==> config.mk <==
export PLATFORM = sky130hd
export DESIGN_NAME = strobe_host_regif
export DESIGN_NICKNAME = d
export VERILOG_FILES = /design/src/rtl/hif_pkg.sv /design/src/rtl/hif_strobe_decode.sv /design/src/rtl/hif_ctrl_regs.sv /design/src/rtl/hif_data_regs.sv /design/src/rtl/strobe_host_regif.sv
export SDC_FILE = /design/constraint.sdc
export NUM_CORES = 1
export LEC_CHECK = 0
export ABC_AREA = 1
export BUFFER_PORTS_ARGS = -buffer_cell sky130_fd_sc_hd__buf_2
export CORE_ASPECT_RATIO = 0.5
export CORE_MARGIN = 10
export CORE_UTILIZATION = 50
export CTS_CLUSTER_SIZE = 24
export DETAILED_ROUTE_END_ITERATION = 12
export PLACE_DENSITY = 0.87
export SLEW_MARGIN = 30
export SYNTH_ARGS = -nofsm -noshare
export SYNTH_HDL_FRONTEND = slang
export SYNTH_SLANG_ARGS = --single-unit
==> constraint.sdc <==
create_clock -name clk -period 3.9 [get_ports clk]
set_clock_uncertainty 0.1 [all_clocks]
set_input_delay 0.195 -clock clk [delete_from_list [all_inputs] [get_ports clk]]
set_output_delay 0.195 -clock clk [all_outputs]
set_load 0.01 [all_outputs]
==> src/rtl/hif_pkg.sv <==
package hif_pkg;
  // Control and status bit positions visible to the host
  localparam int CTL_IGN_BIT  = 0;
  localparam int CTL_WIDE_BIT = 1;
  localparam int CTL_RUN_BIT  = 2;
  localparam int ST_OVW_BIT   = 3;
  localparam int ST_WMISS_BIT = 4;
  localparam int ST_SYNC_BIT  = 5;
  localparam int CTL_W        = 3;

  typedef enum logic [2:0] {
    ACC_NONE,
    ACC_WR_DATA,
    ACC_WR_CTL,
    ACC_RD_DATA,
    ACC_RD_STAT
  } acc_e;

  typedef struct packed {
    logic run;
    logic wide;
    logic ign;
  } ctl_t;

  typedef struct packed {
    logic sync_miss;
    logic word_miss;
    logic overwrite;
  } err_t;
endpackage

==> src/rtl/hif_strobe_decode.sv <==
module hif_strobe_decode
  import hif_pkg::*;
(
  input  logic clk,
  input  logic rst_n,
  input  logic strb_i,
  input  logic rd_wr_i,
  input  logic reg_sel_i,
  output acc_e acc_o
);
  logic strb_d_q;
  logic strb_d_nxt;
  logic strb_rise;

  assign strb_d_nxt = strb_i;
  assign strb_rise  = strb_i & ~strb_d_q;

  always_ff @(posedge clk or negedge rst_n) begin
    if (!rst_n) strb_d_q <= 1'b0;
    else        strb_d_q <= strb_d_nxt;
  end

  always_comb begin
    acc_o = ACC_NONE;
    if (strb_rise) begin
      case ({rd_wr_i, reg_sel_i})
        2'b01:   acc_o = ACC_WR_DATA;
        2'b00:   acc_o = ACC_WR_CTL;
        2'b11:   acc_o = ACC_RD_DATA;
        default: acc_o = ACC_RD_STAT;
      endcase
    end
  end
endmodule

==> src/rtl/hif_ctrl_regs.sv <==
module hif_ctrl_regs
  import hif_pkg::*;
(
  input  logic             clk,
  input  logic             rst_n,
  input  acc_e             acc_i,
  input  logic [CTL_W-1:0] wdata_i,
  input  logic             ovw_evt_i,
  input  logic             err_word_miss_i,
  input  logic             err_sync_miss_i,
  output ctl_t             ctl_o,
  output err_t             err_o,
  output logic             clr_now_o,
  output logic             error_o
);
  ctl_t ctl_q, ctl_nxt;
  err_t err_q, err_nxt;
  logic ctl_we;
  logic err_en;
  err_t err_set;

  assign ctl_we    = (acc_i == ACC_WR_CTL);
  assign clr_now_o = ctl_we & ~wdata_i[CTL_RUN_BIT];

  assign err_set.overwrite = ovw_evt_i;
  assign err_set.word_miss = err_word_miss_i;
  assign err_set.sync_miss = err_sync_miss_i;

  always_comb begin
    ctl_nxt = ctl_q;
    if (ctl_we) begin
      ctl_nxt.run  = wdata_i[CTL_RUN_BIT];
      ctl_nxt.wide = wdata_i[CTL_WIDE_BIT];
      ctl_nxt.ign  = wdata_i[CTL_IGN_BIT];
    end
  end

  // Flags collect only while running; a clear write wins over any set
  assign err_en = clr_now_o | ctl_q.run;

  always_comb begin
    if (clr_now_o) err_nxt = '0;
    else           err_nxt = err_q | err_set;
  end

  always_ff @(posedge clk or negedge rst_n) begin
    if (!rst_n) begin
      ctl_q <= '0;
    end else if (ctl_we) begin
      ctl_q <= ctl_nxt;
    end
  end

  always_ff @(posedge clk or negedge rst_n) begin
    if (!rst_n) begin
      err_q <= '0;
    end else if (err_en) begin
      err_q <= err_nxt;
    end
  end

  assign ctl_o   = ctl_q;
  assign err_o   = err_q;
  assign error_o = |err_q;
endmodule

==> src/rtl/hif_data_regs.sv <==
module hif_data_regs
  import hif_pkg::*;
#(
  parameter int DW = 32,
  parameter int SW = 16
) (
  input  logic          clk,
  input  logic          rst_n,
  input  acc_e          acc_i,
  input  logic [DW-1:0] wdata_i,
  input  ctl_t          ctl_i,
  input  logic          clr_now_i,
  input  logic [SW-1:0] status_i,
  input  logic          tx_take_i,
  input  logic          rx_push_i,
  input  logic [DW-1:0] rx_data_i,
  input  logic          link_active_i,
  output logic [DW-1:0] tx_data_o,
  output logic          tx_valid_o,
  output logic          rx_full_o,
  output logic [DW-1:0] rdata_o,
  output logic          ovw_evt_o
);
  localparam int HALF = DW / 2;
  localparam int UPW  = DW - HALF;

  logic [DW-1:0] tx_data_q, tx_data_nxt;
  logic [DW-1:0] rx_data_q;
  logic [DW-1:0] rdata_q, rdata_nxt;
  logic          tx_full_q, tx_full_nxt;
  logic          rx_full_q, rx_full_nxt;
  logic          tx_data_en, rx_data_en, rdata_en;
  logic          wr_data, rd_data, rd_stat, drop;

  function automatic logic [DW-1:0] fit_width(input logic [DW-1:0] d, input logic wide);
    return wide ? d : {{UPW{1'b0}}, d[HALF-1:0]};
  endfunction

  assign wr_data = (acc_i == ACC_WR_DATA);
  assign rd_data = (acc_i == ACC_RD_DATA);
  assign rd_stat = (acc_i == ACC_RD_STAT);
  assign drop    = ~ctl_i.run | clr_now_i;

  // Transmit holding register
  assign tx_data_en  = wr_data & ctl_i.run;
  assign tx_data_nxt = fit_width(wdata_i, ctl_i.wide);

  always_comb begin
    if (drop)           tx_full_nxt = 1'b0;
    else if (wr_data)   tx_full_nxt = 1'b1;
    else if (tx_take_i) tx_full_nxt = 1'b0;
    else                tx_full_nxt = tx_full_q;
  end

  // Receive holding register; a push beats a release on the same edge
  assign rx_data_en = rx_push_i & ~drop;

  always_comb begin
    if (drop)           rx_full_nxt = 1'b0;
    else if (rx_push_i) rx_full_nxt = 1'b1;
    else if (rd_data)   rx_full_nxt = 1'b0;
    else                rx_full_nxt = rx_full_q;
  end

  assign ovw_evt_o = ~drop & rx_push_i & rx_full_q & ~rd_data & link_active_i;

  // Read data latch, captured at the strobe edge
  assign rdata_en = rd_data | rd_stat;

  always_comb begin
    if (rd_data) rdata_nxt = fit_width(rx_data_q, ctl_i.wide);
    else         rdata_nxt = {{(DW-SW){1'b0}}, status_i};
  end

  always_ff @(posedge clk or negedge rst_n) begin
    if (!rst_n) begin
      tx_full_q <= 1'b0;
      rx_full_q <= 1'b0;
    end else begin
      tx_full_q <= tx_full_nxt;
      rx_full_q <= rx_full_nxt;
    end
  end

  always_ff @(posedge clk or negedge rst_n) begin
    if (!rst_n)          tx_data_q <= '0;
    else if (tx_data_en) tx_data_q <= tx_data_nxt;
  end

  always_ff @(posedge clk or negedge rst_n) begin
    if (!rst_n)          rx_data_q <= '0;
    else if (rx_data_en) rx_data_q <= rx_data_i;
  end

  always_ff @(posedge clk or negedge rst_n) begin
    if (!rst_n)        rdata_q <= '0;
    else if (rdata_en) rdata_q <= rdata_nxt;
  end

  assign tx_data_o  = tx_data_q;
  assign tx_valid_o = tx_full_q;
  assign rx_full_o  = rx_full_q;
  assign rdata_o    = rdata_q;
endmodule

==> src/rtl/strobe_host_regif.sv <==
module strobe_host_regif
  import hif_pkg::*;
#(
  parameter int DW = 32,
  parameter int SW = 16
) (
  input  logic          clk,
  input  logic          rst_n,
  input  logic          strb_i,
  input  logic          rd_wr_i,
  input  logic          reg_sel_i,
  input  logic [DW-1:0] host_wdata_i,
  output logic [DW-1:0] host_rdata_o,
  output logic          host_oe_o,
  output logic          full_o,
  output logic          error_o,
  output logic [DW-1:0] tx_data_o,
  output logic          tx_valid_o,
  input  logic          tx_take_i,
  input  logic          rx_push_i,
  input  logic [DW-1:0] rx_data_i,
  input  logic          link_active_i,
  input  logic          err_word_miss_i,
  input  logic          err_sync_miss_i,
  output logic          mode32_o,
  output logic          ign_timeout_o,
  output logic          engine_clr_o
);
  localparam int RST_STAGES = 2;

  logic [RST_STAGES-1:0] rst_pipe_q;
  logic                  rst_int_n;
  acc_e                  acc;
  ctl_t                  ctl;
  err_t                  err;
  logic                  clr_now;
  logic                  ovw_evt;
  logic                  rx_full;
  logic [SW-1:0]         status;

  // Asynchronous assertion, synchronous release
  always_ff @(posedge clk or negedge rst_n) begin
    if (!rst_n) rst_pipe_q <= '0;
    else        rst_pipe_q <= {rst_pipe_q[RST_STAGES-2:0], 1'b1};
  end
  assign rst_int_n = rst_pipe_q[RST_STAGES-1];

  hif_strobe_decode u_decode (
    .clk       (clk),
    .rst_n     (rst_int_n),
    .strb_i    (strb_i),
    .rd_wr_i   (rd_wr_i),
    .reg_sel_i (reg_sel_i),
    .acc_o     (acc)
  );

  hif_ctrl_regs u_ctrl (
    .clk             (clk),
    .rst_n           (rst_int_n),
    .acc_i           (acc),
    .wdata_i         (host_wdata_i[CTL_W-1:0]),
    .ovw_evt_i       (ovw_evt),
    .err_word_miss_i (err_word_miss_i),
    .err_sync_miss_i (err_sync_miss_i),
    .ctl_o           (ctl),
    .err_o           (err),
    .clr_now_o       (clr_now),
    .error_o         (error_o)
  );

  always_comb begin
    status               = '0;
    status[CTL_IGN_BIT]  = ctl.ign;
    status[CTL_WIDE_BIT] = ctl.wide;
    status[CTL_RUN_BIT]  = ctl.run;
    status[ST_OVW_BIT]   = err.overwrite;
    status[ST_WMISS_BIT] = err.word_miss;
    status[ST_SYNC_BIT]  = err.sync_miss;
  end

  hif_data_regs #(.DW(DW), .SW(SW)) u_data (
    .clk           (clk),
    .rst_n         (rst_int_n),
    .acc_i         (acc),
    .wdata_i       (host_wdata_i),
    .ctl_i         (ctl),
    .clr_now_i     (clr_now),
    .status_i      (status),
    .tx_take_i     (tx_take_i),
    .rx_push_i     (rx_push_i),
    .rx_data_i     (rx_data_i),
    .link_active_i (link_active_i),
    .tx_data_o     (tx_data_o),
    .tx_valid_o    (tx_valid_o),
    .rx_full_o     (rx_full),
    .rdata_o       (host_rdata_o),
    .ovw_evt_o     (ovw_evt)
  );

  assign full_o        = tx_valid_o | rx_full;
  assign host_oe_o     = strb_i & rd_wr_i;
  assign mode32_o      = ctl.wide;
  assign ign_timeout_o = ctl.ign;
  assign engine_clr_o  = ~ctl.run;
endmodule

-- Yosys cells after proc, flatten, opt, wreduce, memory -nomap -nowiden
Cells that the tools add are included.
- output and inout port bits: 71
- register bits after elaboration: 107
- word-level logic and storage cells: 53
- bitwise gates (word level): 18
- equal/unequal tests: 6
- multiplexer cells: 12
- reduce and logical (&&, ||, !) cells: 4
- operators with widths (operator ; count):
    32-bit two-way mux ; 3
    3-bit case mux with 3 select lines ; 1
    1-bit bitwise AND ; 8
    3-bit by 2-bit equality test with 1-bit output (second input constant) ; 2
    1-bit two-way mux ; 6
    3-bit two-way mux ; 2
    3-bit nonzero test ; 2
    1-bit inverter ; 5
    1-bit OR ; 4
    3-bit by 1-bit equality test with 1-bit output (second input constant) ; 1
    3-bit equality test (second input constant) ; 1
    3-bit OR ; 1
    3-bit OR reduction ; 1
    2-bit by 1-bit equality test with 1-bit output (second input constant) ; 1
    2-bit equality test (second input constant) ; 1
    2-bit zero test ; 1

-- Depth between registers and ports, before layout
- word-level depth: 13
- gate-level depth with buffers: 10
- mapped depth without buffers: 9

-- By module
From an unflattened synthesis, not the netlist that was laid out.
- cell total of the unflattened synthesis: 536
- area, all modules: 4642.0 µm²
- modules (own cells, without submodules) (module ; cells each ; seq. area each (µm²) ; times used ; area an instance (µm²)):
    hif_data_regs ; 485 ; 2452.4 ; 1 ; 4204.0
    hif_ctrl_regs ; 26 ; 150.1 ; 1 ; 252.7
    hif_strobe_decode ; 15 ; 25.0 ; 1 ; 105.1
    strobe_host_regif ; 10 ; 50.0 ; 1 ; 80.1

-- Least setup slack after synthesis
No wires, ideal clock.
- path type: input -> register
- start point: input rd_wr_i
- end point: register u_data.rdata_q[4] (netlist: u_data.rdata_o[4])
- path buffers: 1
- setup slack: 2.433 ns
- stages: 10
- arrival time: 1.250 ns
- setup time: 0.117 ns
- required time: 3.683 ns
- cell sequence: inv_1 -> ha_1 -> inv_1 -> nor2_4 -> nand2_2 -> nand2_2 -> inv_2 -> buf_4 -> nand2_1 -> nand2_1
- longest elaborated chain between the ends: 5
- elaborated cells on any way between the ends: 9
- those cells by class: eq/ne (4); mux (3); bitwise (1); reduce/logical (1)
- ends and longest elaborated chain (element ; line ; source):
    start: declaration ; strobe_host_regif.sv:10 ; input logic rd_wr_i,
    2-bit equality test, or another cell as far along ; hif_strobe_decode.sv:26 ; case ({rd_wr_i, reg_sel_i})
    3-bit case mux with 3 select lines (*) ; hif_strobe_decode.sv:26 ;
    3-bit two-way mux (*) ; hif_strobe_decode.sv:25 ; if (strb_rise) begin
    3-bit by 2-bit equality test with 1-bit output or 3-bit equality test (tied branches) ; hif_data_regs.sv:40, hif_data_regs.sv:41 ;
    32-bit two-way mux or 1-bit OR (tied branches) ; hif_data_regs.sv:71, hif_data_regs.sv:68 ;
    end signal: assignment ; hif_data_regs.sv:97 ; else if (rdata_en) rdata_q <= rdata_nxt;
    end: declaration ; hif_data_regs.sv:29 ; logic [DW-1:0] rdata_q, rdata_nxt;
Mark *: on every way between the ends. The rest lies on a longest branch, timed or not.
A chain may end at the register's enable or synchronous reset.

-- Worst setup path in the final report
- start point: register u_ctrl.ctl_q, in the netlist u_ctrl.ctl_o[2]
- end point: register u_data.tx_data_q[28] (netlist: u_data.tx_data_o[28])
- longest elaborated chain between the ends: 1
- ends and longest elaborated chain (element ; line ; source):
    start: declaration ; hif_ctrl_regs.sv:16 ; ctl_t ctl_q, ctl_nxt;
    start signal: assignment ; hif_ctrl_regs.sv:50 ; ctl_q <= ctl_nxt;
    1-bit bitwise AND ; hif_data_regs.sv:45 ; assign tx_data_en = wr_data & ctl_i.run;
    end signal: assignment ; hif_data_regs.sv:87 ; else if (tx_data_en) tx_data_q <= tx_data_nxt;
    end: declaration ; hif_data_regs.sv:27 ; logic [DW-1:0] tx_data_q, tx_data_nxt;
No other way between the ends.

==> results.md <==
- I/O pin count: around 150
- Element type at the critical path start: flip-flop
- Die Width: around 150 microns
- Cell accounting for the most synthesized area: sky130_fd_sc_hd__dfrtp_1
- Switching power: between 1 and 1.5 mW
- Effective utilization at floorplan: 0.512
- Deepest level of the CTS H-tree: 3
- Leakage power summed over all cells: between 3 and 4 nW
- Pwr per Cell Area: between 500 and 600 nW/um^2
- Post-route setup slack: around 1400 ps
- Global-route usage over all layers: 0.198
- Vias in the first global route: 4309
- Die Y: around 87 microns
- Highest attainable clock frequency: between 400 and 500 MHz
- Post-synthesis instance area: 4460 sq um
- CTS tree: built
- Final critical path time including I/O delays and setup: around 2500 ps
- Number of antenna violations at the first check in global routing: 1
- Max-cap check violation count: 0
- Yosys warning count: 0
- Fraction of the cycle the final worst path needs: 0.640
- Half-perimeter wire length of the detailed placement result: roughly 8000 microns
- Kind of critical path: flip-flop to flip-flop
- Global placer's final weighted congestion: between 0.7 and 0.8
- Drt first pass iters: 5
- Post-synthesis sequential area ratio: 0.600
- Min-delay src: rx_data_i[7]
- Mean number of vias per cell: roughly 5.3
- Synth Net Count: a little under 600
- Count of distinct cell types in the synthesized netlist: 21
- Sequential share of power: 0.477
- Antenna violation net count after detailed routing: 0
- Die footprint: around 13000 sq um
- Outcome: finished, final reports clean
- Flop and latch count out of synthesis: roughly 110
- Rel. slew slack: 0.398
- Average cell area after synthesis: slightly below 9 sq um
- Clk network pwr share: 0.265
- Critical path data arrival time: approximately 2700 ps
- Post-synth top area share: 0.600
- Leading cell types by total area after synthesis: sky130_fd_sc_hd__dfrtp_1 60%, sky130_fd_sc_hd__nand2_1 18%, sky130_fd_sc_hd__nand4_1 4.6%
- Most common cell after layout, fill and taps aside: sky130_fd_sc_hd__nand2_1
- Detailed-route wire length: 13500 microns
- Number of failing hold endpoints at the final stage: 0
- Fraction of layout cells with a size suffix above 1: 0.262
- DR vias: ~4300
- Total CTS buffers: 9
- Final number of max-transition violations: 0
- Total Neg Setup Slack: 0 ps
- Tightest Pin Transition: 897 ps
- Count of mapped cells out of synthesis: just over 500
- Worst reg2reg startpoint: u_ctrl.ctl_o[2]
- Portion of total power attributed to combinational logic: 0.258
- Switching power as a share of total power: 0.343
- Commonest cells after routing, fill and taps aside: 211 x sky130_fd_sc_hd__nand2_1, 144 x sky130_fd_sc_hd__buf_2, 105 x sky130_fd_sc_hd__dfrtp_1
- Count of buffers inserted at the top-level ports: ~140
- Min-Delay Path Class: primary input to flip-flop
- Clock Tree Root: sky130_fd_sc_hd__clkbuf_16
- Net total in the final layout: 760
- Remaining design rule violation count: 0
- Clock transition at path regs: 70 ps
- WL/cell: approximately 17 microns
- Setup repair after global routing missed its margin: false
- Nature of the critical path endpoint: flip-flop
- Peak supply drop: about 0.36 mV
- Global route total overflow: 0
- Required time of the critical path: around 4100 ps
- Beginning of the critical path: u_ctrl.ctl_o[2]
- Wire length of the first global-routing pass: about 22000 microns
- Internal power: between 2 and 2.5 mW
- Worst Hold Slack: around 9.2 ps
- Core area: 8710 sq um
- Clk_lat worst skew: 350 ps
- Area Growth Syn to Fin: 35.8%
- DP Worst Slack: between 1000 and 1500 ps
- Maximum number of pins on one net before global-route repair: a little under 80
- Number of DRC markers in iteration 0: 330
- Highest net fanout along the worst path: 35
- Maximum buffer depth of the clock tree: 2
- Number of setup violations in the final report: 0
- Clk sink count: ~110
- Placement row count: 24
worst max-delay path: stages, from the launching register on:
cell and delay [ps]:
sky130_fd_sc_hd__dfrtp_1 360, sky130_fd_sc_hd__clkinv_1 700, sky130_fd_sc_hd__nor2_4 910, sky130_fd_sc_hd__nand3_1 220, sky130_fd_sc_hd__nand2_1 130
kinds of logic (layout without fill, tap and decap cells):
kind of cell	Yosys count	after routing	share of synthesized area
flops	107	107	0.600
buf+inv	53	237	0.0536
fa+ha+maj	3	3	0.00841
simple gates	302	302	0.294
other cells	1	2	0.000840
compound gates	38	38	0.0426
metrics by stage:
stage	cell area [sq um]	total power [mW]	cells	utilization
finish	6060	3.52	806	0.696
global route	6060	3.73	806	0.696
CTS	6040	3.52	804	0.693
detailed placement	5200	2.53	736	0.598
global placement	5200	2.49	736	0.597
floorplan	4460	2.15	504	-
synthesized netlist by cell type:
library cell,instances
sky130_fd_sc_hd__nor2_4,2
sky130_fd_sc_hd__o21ai_0,34
sky130_fd_sc_hd__ha_1,3
sky130_fd_sc_hd__a21oi_1,4
sky130_fd_sc_hd__buf_2,5
sky130_fd_sc_hd__inv_1,18
sky130_fd_sc_hd__nand2_1,211
sky130_fd_sc_hd__buf_4,9
sky130_fd_sc_hd__clkbuf_1,19
sky130_fd_sc_hd__nor2_2,3
sky130_fd_sc_hd__nand3_1,41
sky130_fd_sc_hd__inv_2,1
sky130_fd_sc_hd__nor3_1,1
sky130_fd_sc_hd__nand3_2,2
sky130_fd_sc_hd__nor2_1,5
sky130_fd_sc_hd__or2_2,1
sky130_fd_sc_hd__nand4_1,33
sky130_fd_sc_hd__dfrtp_1,107
sky130_fd_sc_hd__conb_1,1
sky130_fd_sc_hd__buf_1,1
sky130_fd_sc_hd__nand2_2,3
cell type report:
cell class,instances,area (sq um)
timing repair buffer,202,1300
fill,625,2650
clock buffer,9,225
sequential,107,2680
multi-input combinational,344,1550
clock inverter,7,86.3
inverter,19,71.3
tap,117,146
antenna,1,2.50
worst paths after layout:
path / to / slack, ps / depth (start not counted)
max reg2reg: u_data.tx_data_o[28] / 1410 / 4
max in group asynchronous: u_data.tx_data_o[29] / 2800 / 1
min reg2reg: u_data.tx_data_o[10] / 240 / 0
min: u_data.rx_data_q[7] / 9 / 3
min in group asynchronous: rst_pipe_q[1] / 60 / 2
max: u_data.tx_data_o[28] / 1410 / 4
what timing repair did:
| item | CTS | global route |
|---|---|---|
| setup buffers | 0 | 0 |
| resized for setup | 0 | 0 |
| hold buffers | 52 | 0 |
| endpoints found under the hold margin | 53 | 0 |
power groups by stage:
stage	registers [mW]	logic (mW)	clock network (mW)
2_1_floorplan	1.73	0.424	0
3_3_place_gp	1.67	0.810	0
3_5_place_dp	1.68	0.844	0
4_1_cts	1.67	0.891	0.954
5_1_grt	1.72	1.02	0.990
6_report	1.68	0.909	0.935
routing by layer:
| layer | track usage | vias to the layer above | routed length (microns) |
|---|---|---|---|
| li1 | - | 1990 | - |
| met1 | 0.218 | 2023 | 5050 |
| met2 | 0.343 | 223 | 6710 |
| met3 | 0.0692 | 51 | 1120 |
| met4 | 0.0938 | 0 | 594 |
| met5 | 0 | - | 0 |
sequential cells by signal, summed over array words and instances, names as in the netlist:
signal             cells
u_ctrl.err_o           3
u_data.rx_full_o       1
rst_pipe_q             2
u_decode.strb_d_q      1
u_ctrl.ctl_o           3
u_data.tx_valid_o      1
u_data.tx_data_o      32
u_data.rdata_o        32
u_data.rx_data_q      32
No activity file was read; power rests on OpenSTA's default activity.
